### config.mk
export PLATFORM = sky130hd
export DESIGN_NAME = pport_top
export DESIGN_NICKNAME = d
export VERILOG_FILES = /design/src/rtl/pport_pkg.sv /design/src/rtl/pport_sync.sv /design/src/rtl/pport_regs.sv /design/src/rtl/pport_rdmux.sv /design/src/rtl/pport_top.sv
export SDC_FILE = /design/constraint.sdc
export NUM_CORES = 1
export LEC_CHECK = 0
export BUFFER_PORTS_ARGS = -buffer_cell sky130_fd_sc_hd__buf_2
export CORE_MARGIN = 2
export CORE_UTILIZATION = 40
export CTS_BUF_LIST = sky130_fd_sc_hd__clkbuf_8 sky130_fd_sc_hd__clkbuf_16
export CTS_CLUSTER_DIAMETER = 150
export DETAILED_ROUTE_END_ITERATION = 16
export REMOVE_ABC_BUFFERS = 1
export SLEW_MARGIN = 40
export SYNTH_ARGS = -nofsm -noshare
export SYNTH_HDL_FRONTEND = slang
export SYNTH_SLANG_ARGS = --single-unit
### constraint.sdc
create_clock -name clk -period 1.7 [get_ports clk]
set_clock_uncertainty 0.15 [all_clocks]
set_input_delay 0.34 -clock clk [delete_from_list [all_inputs] [get_ports clk]]
set_output_delay 0.34 -clock clk [all_outputs]
set_load 0.01 [all_outputs]
### src/rtl/pport_pkg.sv
package pport_pkg;

    typedef enum logic [1:0] {
        SEL_DATA = 2'd0,
        SEL_DIR  = 2'd1,
        SEL_PULL = 2'd2,
        SEL_NONE = 2'd3
    } reg_sel_e;

    function automatic reg_sel_e sel_of(input int unsigned off);
        if (off == 0)      return SEL_DATA;
        else if (off == 1) return SEL_DIR;
        else if (off == 2) return SEL_PULL;
        else               return SEL_NONE;
    endfunction

endpackage

### src/rtl/pport_sync.sv
module pport_sync #(
    parameter int W      = 8,
    parameter int STAGES = 2
) (
    input  logic         clk,
    input  logic         rst_n,
    input  logic [W-1:0] d_in,
    output logic [W-1:0] d_out
);
    logic [W-1:0] stg [STAGES];

    always_ff @(posedge clk or negedge rst_n) begin
        if (!rst_n) stg[0] <= '0;
        else        stg[0] <= d_in;
    end

    for (genvar k = 1; k < STAGES; k++) begin : g_stage
        always_ff @(posedge clk or negedge rst_n) begin
            if (!rst_n) stg[k] <= '0;
            else        stg[k] <= stg[k-1];
        end
    end

    assign d_out = stg[STAGES-1];
endmodule

### src/rtl/pport_regs.sv
module pport_regs
    import pport_pkg::*;
#(
    parameter int W      = 8,
    parameter int ADDR_W = 2
) (
    input  logic              clk,
    input  logic              rst_n,
    input  logic [ADDR_W-1:0] bus_addr,
    input  logic              bus_wr,
    input  logic [W-1:0]      bus_wdata,
    output logic [W-1:0]      lat_q,
    output logic [W-1:0]      dir_q,
    output logic [W-1:0]      pul_q
);
    reg_sel_e wsel;

    always_comb wsel = sel_of(32'(bus_addr));

    always_ff @(posedge clk or negedge rst_n) begin
        if (!rst_n) begin
            lat_q <= '0;
            dir_q <= '0;
            pul_q <= '0;
        end else if (bus_wr) begin
            unique case (wsel)
                SEL_DATA: lat_q <= bus_wdata;
                SEL_DIR:  dir_q <= bus_wdata;
                SEL_PULL: pul_q <= bus_wdata;
                SEL_NONE: ;
            endcase
        end
    end
endmodule

### src/rtl/pport_rdmux.sv
module pport_rdmux
    import pport_pkg::*;
#(
    parameter int W         = 8,
    parameter int ADDR_W    = 2,
    parameter int FIXED_BIT = 2
) (
    input  logic              clk,
    input  logic              rst_n,
    input  logic              bus_rd,
    input  logic [ADDR_W-1:0] bus_addr,
    input  logic [W-1:0]      lat_q,
    input  logic [W-1:0]      dir_q,
    input  logic [W-1:0]      pul_q,
    input  logic [W-1:0]      pin_sync,
    output logic [W-1:0]      rdata_q
);
    localparam logic [W-1:0] FIX_MASK = W'(1) << FIXED_BIT;

    reg_sel_e     rsel;
    logic [W-1:0] take_lat;
    logic [W-1:0] data_view;
    logic [W-1:0] rd_next;

    always_comb begin
        rsel      = sel_of(32'(bus_addr));
        take_lat  = dir_q | FIX_MASK;
        data_view = (lat_q & take_lat) | (pin_sync & ~take_lat);
        unique case (rsel)
            SEL_DATA: rd_next = data_view;
            SEL_DIR:  rd_next = dir_q;
            SEL_PULL: rd_next = pul_q;
            SEL_NONE: rd_next = '0;
        endcase
    end

    always_ff @(posedge clk or negedge rst_n) begin
        if (!rst_n)      rdata_q <= '0;
        else if (bus_rd) rdata_q <= rd_next;
    end
endmodule

### src/rtl/pport_top.sv
module pport_top #(
    parameter int W           = 8,
    parameter int ADDR_W      = 2,
    parameter int FIXED_BIT   = 2,
    parameter int SYNC_STAGES = 2
) (
    input  logic              clk,
    input  logic              rst_n,
    input  logic [ADDR_W-1:0] bus_addr,
    input  logic              bus_wr,
    input  logic [W-1:0]      bus_wdata,
    input  logic              bus_rd,
    output logic [W-1:0]      bus_rdata,
    input  logic [W-1:0]      pin_in,
    output logic [W-1:0]      pin_out,
    output logic [W-1:0]      pin_oe,
    output logic [W-1:0]      pin_pu
);
    logic [W-1:0] lat_q, dir_q, pul_q, pin_sync;

    pport_regs #(.W(W), .ADDR_W(ADDR_W)) u_regs (
        .clk(clk), .rst_n(rst_n), .bus_addr(bus_addr), .bus_wr(bus_wr),
        .bus_wdata(bus_wdata), .lat_q(lat_q), .dir_q(dir_q), .pul_q(pul_q)
    );

    pport_sync #(.W(W), .STAGES(SYNC_STAGES)) u_sync (
        .clk(clk), .rst_n(rst_n), .d_in(pin_in), .d_out(pin_sync)
    );

    pport_rdmux #(.W(W), .ADDR_W(ADDR_W), .FIXED_BIT(FIXED_BIT)) u_rdmux (
        .clk(clk), .rst_n(rst_n), .bus_rd(bus_rd), .bus_addr(bus_addr),
        .lat_q(lat_q), .dir_q(dir_q), .pul_q(pul_q), .pin_sync(pin_sync),
        .rdata_q(bus_rdata)
    );

    assign pin_out = lat_q;
    assign pin_oe  = dir_q;
    assign pin_pu  = pul_q & ~dir_q;
endmodule

Yosys cells after proc, flatten, opt, wreduce, memory -nomap -nowiden
Cells that the tools add are included.

Flip-flop bits (word level): 48. Logic and storage cells: 26. Input port bits: 22. Output and inout port bits: 32.

Bitwise gates (word level): 6. Reduce and logical (&&, ||, !) cells: 5. Muxes and demuxes: 4. Eq/ne operators: 5.

Operators by type and width (number): one-hot mux 8 bit (4 select lines) (1); AND 8 bit (3); inverter 8 bit (2); OR 8 bit (1); equality test 2 bit (second input constant) (3); AND reduction 2 bit (3); equality test 2 x 1 -> 1 bit (second input constant) (2); logical NOT 2 bit (2); 2-to-1 mux 2 bit (2); 2-to-1 mux 1 bit (1).

Depth between registers and ports, before layout
Depth after elaboration: 6. Gate-level depth with buffers: 5. Mapped depth without buffers: 3.

By module
From an unflattened synthesis, not the netlist that was laid out.

Cells, all modules: 142. Area total of the unflattened synthesis: 2005.7 sq um.

Modules (own cells, without submodules): pport_regs (area each 912.1 sq um, seq. area each 600.6 sq um, cells each 51, instances 1); pport_rdmux (area each 523.0 sq um, seq. area each 200.2 sq um, cells each 59, instances 1); pport_sync (area each 460.4 sq um, seq. area each 400.4 sq um, cells each 24, instances 1); pport_top (area each 110.1 sq um, seq. area each 0.0 sq um, cells each 8, instances 1).

Worst setup path before layout
Ideal clock, no wire load.

Path kind: input-to-reg. Start: input port bus_addr[1]. End: register u_regs.lat_q[0]. Setup time: 125 ps. Buffers on the path: 1. Arrival time: 1201 ps. Path slack: 224 ps. Cell stages on the path: 3. Data required time: 1425 ps. Path through: buf_4 > nor3b_4 > mux2_2.

Word-level cells in the longest chain between the ends: 6. Elaborated cells on any way between the ends: 8. Those cells by class: 2 x eq/ne; 3 x mux; 3 x reduce/logical.

RTL lines: start: declaration (line pport_top.sv:9) `input logic [ADDR_W-1:0] bus_addr,`; equality test 2 bit (line pport_pkg.sv:13) `else if (off == 2) return SEL_PULL;`; 2-to-1 mux 1 bit (line pport_pkg.sv:13); 2-to-1 mux 2 bit (line pport_pkg.sv:12) `else if (off == 1) return SEL_DIR;`; 2-to-1 mux 2 bit (*) (line pport_pkg.sv:11) `if (off == 0) return SEL_DATA;`; logical NOT 2 bit (*) (line pport_regs.sv:26) `unique case (wsel)`; AND reduction 2 bit (no line) (*); end signal: assignment (line pport_regs.sv:27) `SEL_DATA: lat_q <= bus_wdata;`; end: declaration (line pport_regs.sv:12) `output logic [W-1:0] lat_q,`.

Every way passes the cells marked *; elsewhere a longest branch is shown, timed or not. A chain may end at the register's enable or synchronous reset.

Worst setup path after layout
Start: register u_regs.dir_q[5]. End: output port pin_pu[5].

Word-level cells in the longest chain between the ends: 2.

RTL lines: start: declaration (line pport_regs.sv:13) `output logic [W-1:0] dir_q,`; start signal: assignment (line pport_regs.sv:28) `SEL_DIR: dir_q <= bus_wdata;`; inverter 8 bit (line pport_top.sv:38) `assign pin_pu = pul_q & ~dir_q;`; AND 8 bit (line pport_top.sv:38); end: declaration (line pport_top.sv:17) `output logic [W-1:0] pin_pu`.

No other way between the ends.

==> impl_table.tex <==
\begin{tabular}{lr}
\hline
Metric & Value \\
\hline
\multicolumn{2}{l}{\textbf{Status}} \\
\quad Outcome & finished clean \\
\multicolumn{2}{l}{\textbf{Global route}} \\
\quad Initial antenna violation count & 0 \\
\quad Residual overflow from global routing & 0 \\
\quad Global-route wire length before repair & approximately 6.7 mm \\
\quad Via count of the first global-routing pass & roughly 1400 \\
\quad Pin count of the biggest net entering global routing & 47 \\
\quad Overall track demand over capacity in global routing & 0.1720 \\
\multicolumn{2}{l}{\textbf{Drt}} \\
\quad Number of antenna-violating nets in the routed design & 0 \\
\quad Residual DRC & 0 \\
\quad Number of vias in the routed layout & 1276 \\
\quad Vias/cell & between 5 and 6 \\
\quad Total iterations of the first detailed-routing run & 4 \\
\quad Number of DRC violations after detailed-routing iteration 0 & 81 \\
\quad Drt total wl & approximately 3.9 mm \\
\quad Average routed wire per standard cell & $\sim$15 µm \\
\multicolumn{2}{l}{\textbf{Yosys}} \\
\quad Post-synthesis instance total & 134 \\
\quad Biggest area consumer among synthesized cells & sky130\_fd\_sc\_hd\_\_dfrtp\_1 \\
\quad Cell area after synthesis & 0.001859 mm² \\
\quad Synth warnings & 0 \\
\quad Avg Inst Size Synth & around 14 µm² \\
\quad Proportion of synthesized chip area in sequential cells & 0.6191 \\
\quad Count of different cell masters after synthesis & 19 \\
\quad Synth area leaders & sky130\_fd\_sc\_hd\_\_dfrtp\_1, sky130\_fd\_sc\_hd\_\_mux2\_2, sky130\_fd\_sc\_hd\_\_o211ai\_1 \\
\quad Flop and latch count out of synthesis & 46 \\
\quad Portion of synthesized cell area occupied by the leading cell type & 0.6191 \\
\multicolumn{2}{l}{\textbf{CTS}} \\
\quad CTS root buffer & sky130\_fd\_sc\_hd\_\_clkbuf\_8 \\
\quad Number of instances resized during post-cts repair & 0 \\
\quad Clock transition time at the flip-flop clock pins of the worst setup and hold paths & around 0.080 ns \\
\quad Insertion delay to the later sink of the worst-skew pair & around 0.29 ns \\
\quad Clock sink count & 46 \\
\quad Clock tree from TritonCTS & yes \\
\quad H-tree level count & 2 \\
\quad CTS Buffer Depth & 2 \\
\quad Hold buffer count at cts & 7 \\
\quad Number of buffers inserted by post-CTS setup repair & 0 \\
\quad Total clock buffers created by CTS & 5 \\
\multicolumn{2}{l}{\textbf{Cells and area}} \\
\quad Area of combinational cells with multiple inputs & approximately 670 µm² \\
\quad Fin util & 0.5519 \\
\quad Combined flip-flop and latch cell area & between 0.001 and 0.0015 mm² \\
\quad Count of fill cells added during filler insertion & 390 \\
\quad Leading cell type in the layout, fill and taps excluded & sky130\_fd\_sc\_hd\_\_buf\_2 \\
\quad Layout area overhead & 31.02\% \\
\quad Proportion of layout cells with a drive suffix above 1 & 0.4950 \\
\quad Antenna Cells & 0 \\
\quad Most frequent cells in the layout & sky130\_fd\_sc\_hd\_\_buf\_2, sky130\_fd\_sc\_hd\_\_dfrtp\_1, sky130\_fd\_sc\_hd\_\_mux2\_2 \\
\quad Count of nets after finishing & 223 \\
\multicolumn{2}{l}{\textbf{Worst setup path}} \\
\quad Origin of the critical flop-to-flop path & u\_regs.dir\_q[1] \\
\quad Crit path DAT & 0.99 ns \\
\quad Category of the most critical setup path & register to primary output \\
\quad Depth of the most critical reg-to-reg path & 3 \\
\quad Worst Path Required & around 1.2 ns \\
\quad Kind of end point of the critical path & primary output \\
\quad Worst setup path start & u\_regs.dir\_q[5] \\
\quad Element type at the critical path start & register \\
\quad Highest net fanout along the worst path & 5 \\
\multicolumn{2}{l}{\textbf{Timing}} \\
\quad Number of hold-slack violations in the final timing report & 0 \\
\quad Worst hold margin & between 0.1 and 0.15 ns \\
\quad Setup TNS & 0 ns \\
\quad Tightest Pin Transition & around 0.31 ns \\
\quad Time the final worst path needs with I/O delays and setup & between 1 and 1.5 ns \\
\quad Post-route setup slack & about 0.22 ns \\
\quad Setup repair after global routing missed its margin & false \\
\quad FMAX & between 600 and 700 MHz \\
\quad Number of pins with negative max-slew slack in the final report & 0 \\
\quad Finish-stage setup viols & 0 \\
\quad Tcrit/Tclk final & 0.8688 \\
\quad Worst slew margin & 0.7903 \\
\multicolumn{2}{l}{\textbf{Power}} \\
\quad Overall power after layout & between 2 and 3 mW \\
\quad Total power density per cell area & 1194 mW/mm² \\
\quad Worst IR drop on VDD & 0.0005239 V \\
\quad Static leakage & between 1 and 1.5 nW \\
\multicolumn{2}{l}{\textbf{Floorplan}} \\
\quad Area inside the core boundary & 0.004414 mm² \\
\quad Number of primary I/O pins & 54 \\
\quad Row count & 24 \\
\quad Initial core utilization & 0.4212 \\
\quad Die outline width & 72.18 µm \\
\quad Overall die height & approximately 72 µm \\
\quad Floorplan die area & around 0.0052 mm² \\
\multicolumn{2}{l}{\textbf{Worst hold path}} \\
\quad Path type of the worst min-delay path & input port to register \\
\quad Depth of the worst hold-timing path & 2 \\
\quad Worst hold start & bus\_wdata[4] \\
\multicolumn{2}{l}{\textbf{Placed design}} \\
\quad Worst Setup Slack post-DPL & roughly 0.18 ns \\
\quad Post-detail-place hpwl & $\sim$2.7 mm \\
\quad Number of input and output port buffers inserted & 52 \\
\quad Weighted congestion reported at the end of routability-driven placement & 0.8237 \\
\multicolumn{2}{l}{\textbf{Run}} \\
\quad Max-cap viol count & 0 \\
\hline
\end{tabular}
## where the power goes
part | leakage [nW] | internal, mW | switching (mW)
sequential | 0.540 | 1.25 | 0.113
combinational | 0.510 | 0.312 | 0.258
clock | 0.0714 | 0.627 | 0.353
total | 1.12 | 2.18 | 0.724
## final cells by class
class                      count  share of cell area
multi-input combinational     82              0.2753
inverter                       1            0.001541
clock buffer                   6             0.03390
timing repair buffer          65              0.1654
clock inverter                 2             0.02465
sequential                    46              0.4725
tap                           52             0.02671
## routing by layer
| metal | GRT usage | vias up | share of wire |
|---|---|---|---|
| li1 | - | 601 | - |
| met1 | 0.2174 | 624 | 0.44 |
| met2 | 0.2966 | 44 | 0.49 |
| met3 | 0.04167 | 7 | 0.059 |
| met4 | 0.04403 | 0 | 0.012 |
| met5 | 0 | - | 0 |
## synthesized netlist by cell type (all sizes together)
cell	n
nor2b	9
o211ai	7
nand2b	7
mux2i	1
mux2	31
clkinv	1
dfrtp	46
a31oi	7
o21a	1
clkbuf	2
nor3b	1
nor2	7
o221ai	1
buf	3
nand2	9
nand3	1
## flip-flops by register name, indices dropped and copies added (netlist names)
register and cells:
u_sync.stg 7, u_sync.d_out 7, u_rdmux.rdata_q 8, u_regs.dir_q 8, u_regs.lat_q 8, u_regs.pul_q 8
## per-stage QoR
stage | area, µm² | cells
global placement | 2213 | 238
global route | 2436 | 254
finish | 2436 | 254
detailed placement | 2213 | 238
CTS | 2426 | 253
floorplan | 1826 | 129
## critical path, stage by stage, from the launching register on
cell	delay (ns)
sky130_fd_sc_hd__dfrtp_1	0.43
sky130_fd_sc_hd__nor2b_1	0.13
sky130_fd_sc_hd__buf_2	0.14
## cells by family after synthesis
kind of cell / Yosys count / synth area share
flops: 46 / 0.6191
mux: 32 / 0.1931
compound gates: 16 / 0.06057
buf+inv: 6 / 0.02019
simple gates: 34 / 0.1070
## worst paths after layout
| check | end | slack (ns) |
|---|---|---|
| max | pin_pu[5] | 0.22 |
| min | u_regs.lat_q[4] | 0.15 |
| max reg2reg | u_rdmux.rdata_q[1] | 0.38 |
| min reg2reg | u_sync.d_out[0] | 0.20 |
| max in group asynchronous | u_regs.dir_q[6] | 0.80 |
| min in group asynchronous | u_sync.stg[15] | 0.39 |
Note: power is estimated with default switching activity, not from simulation.
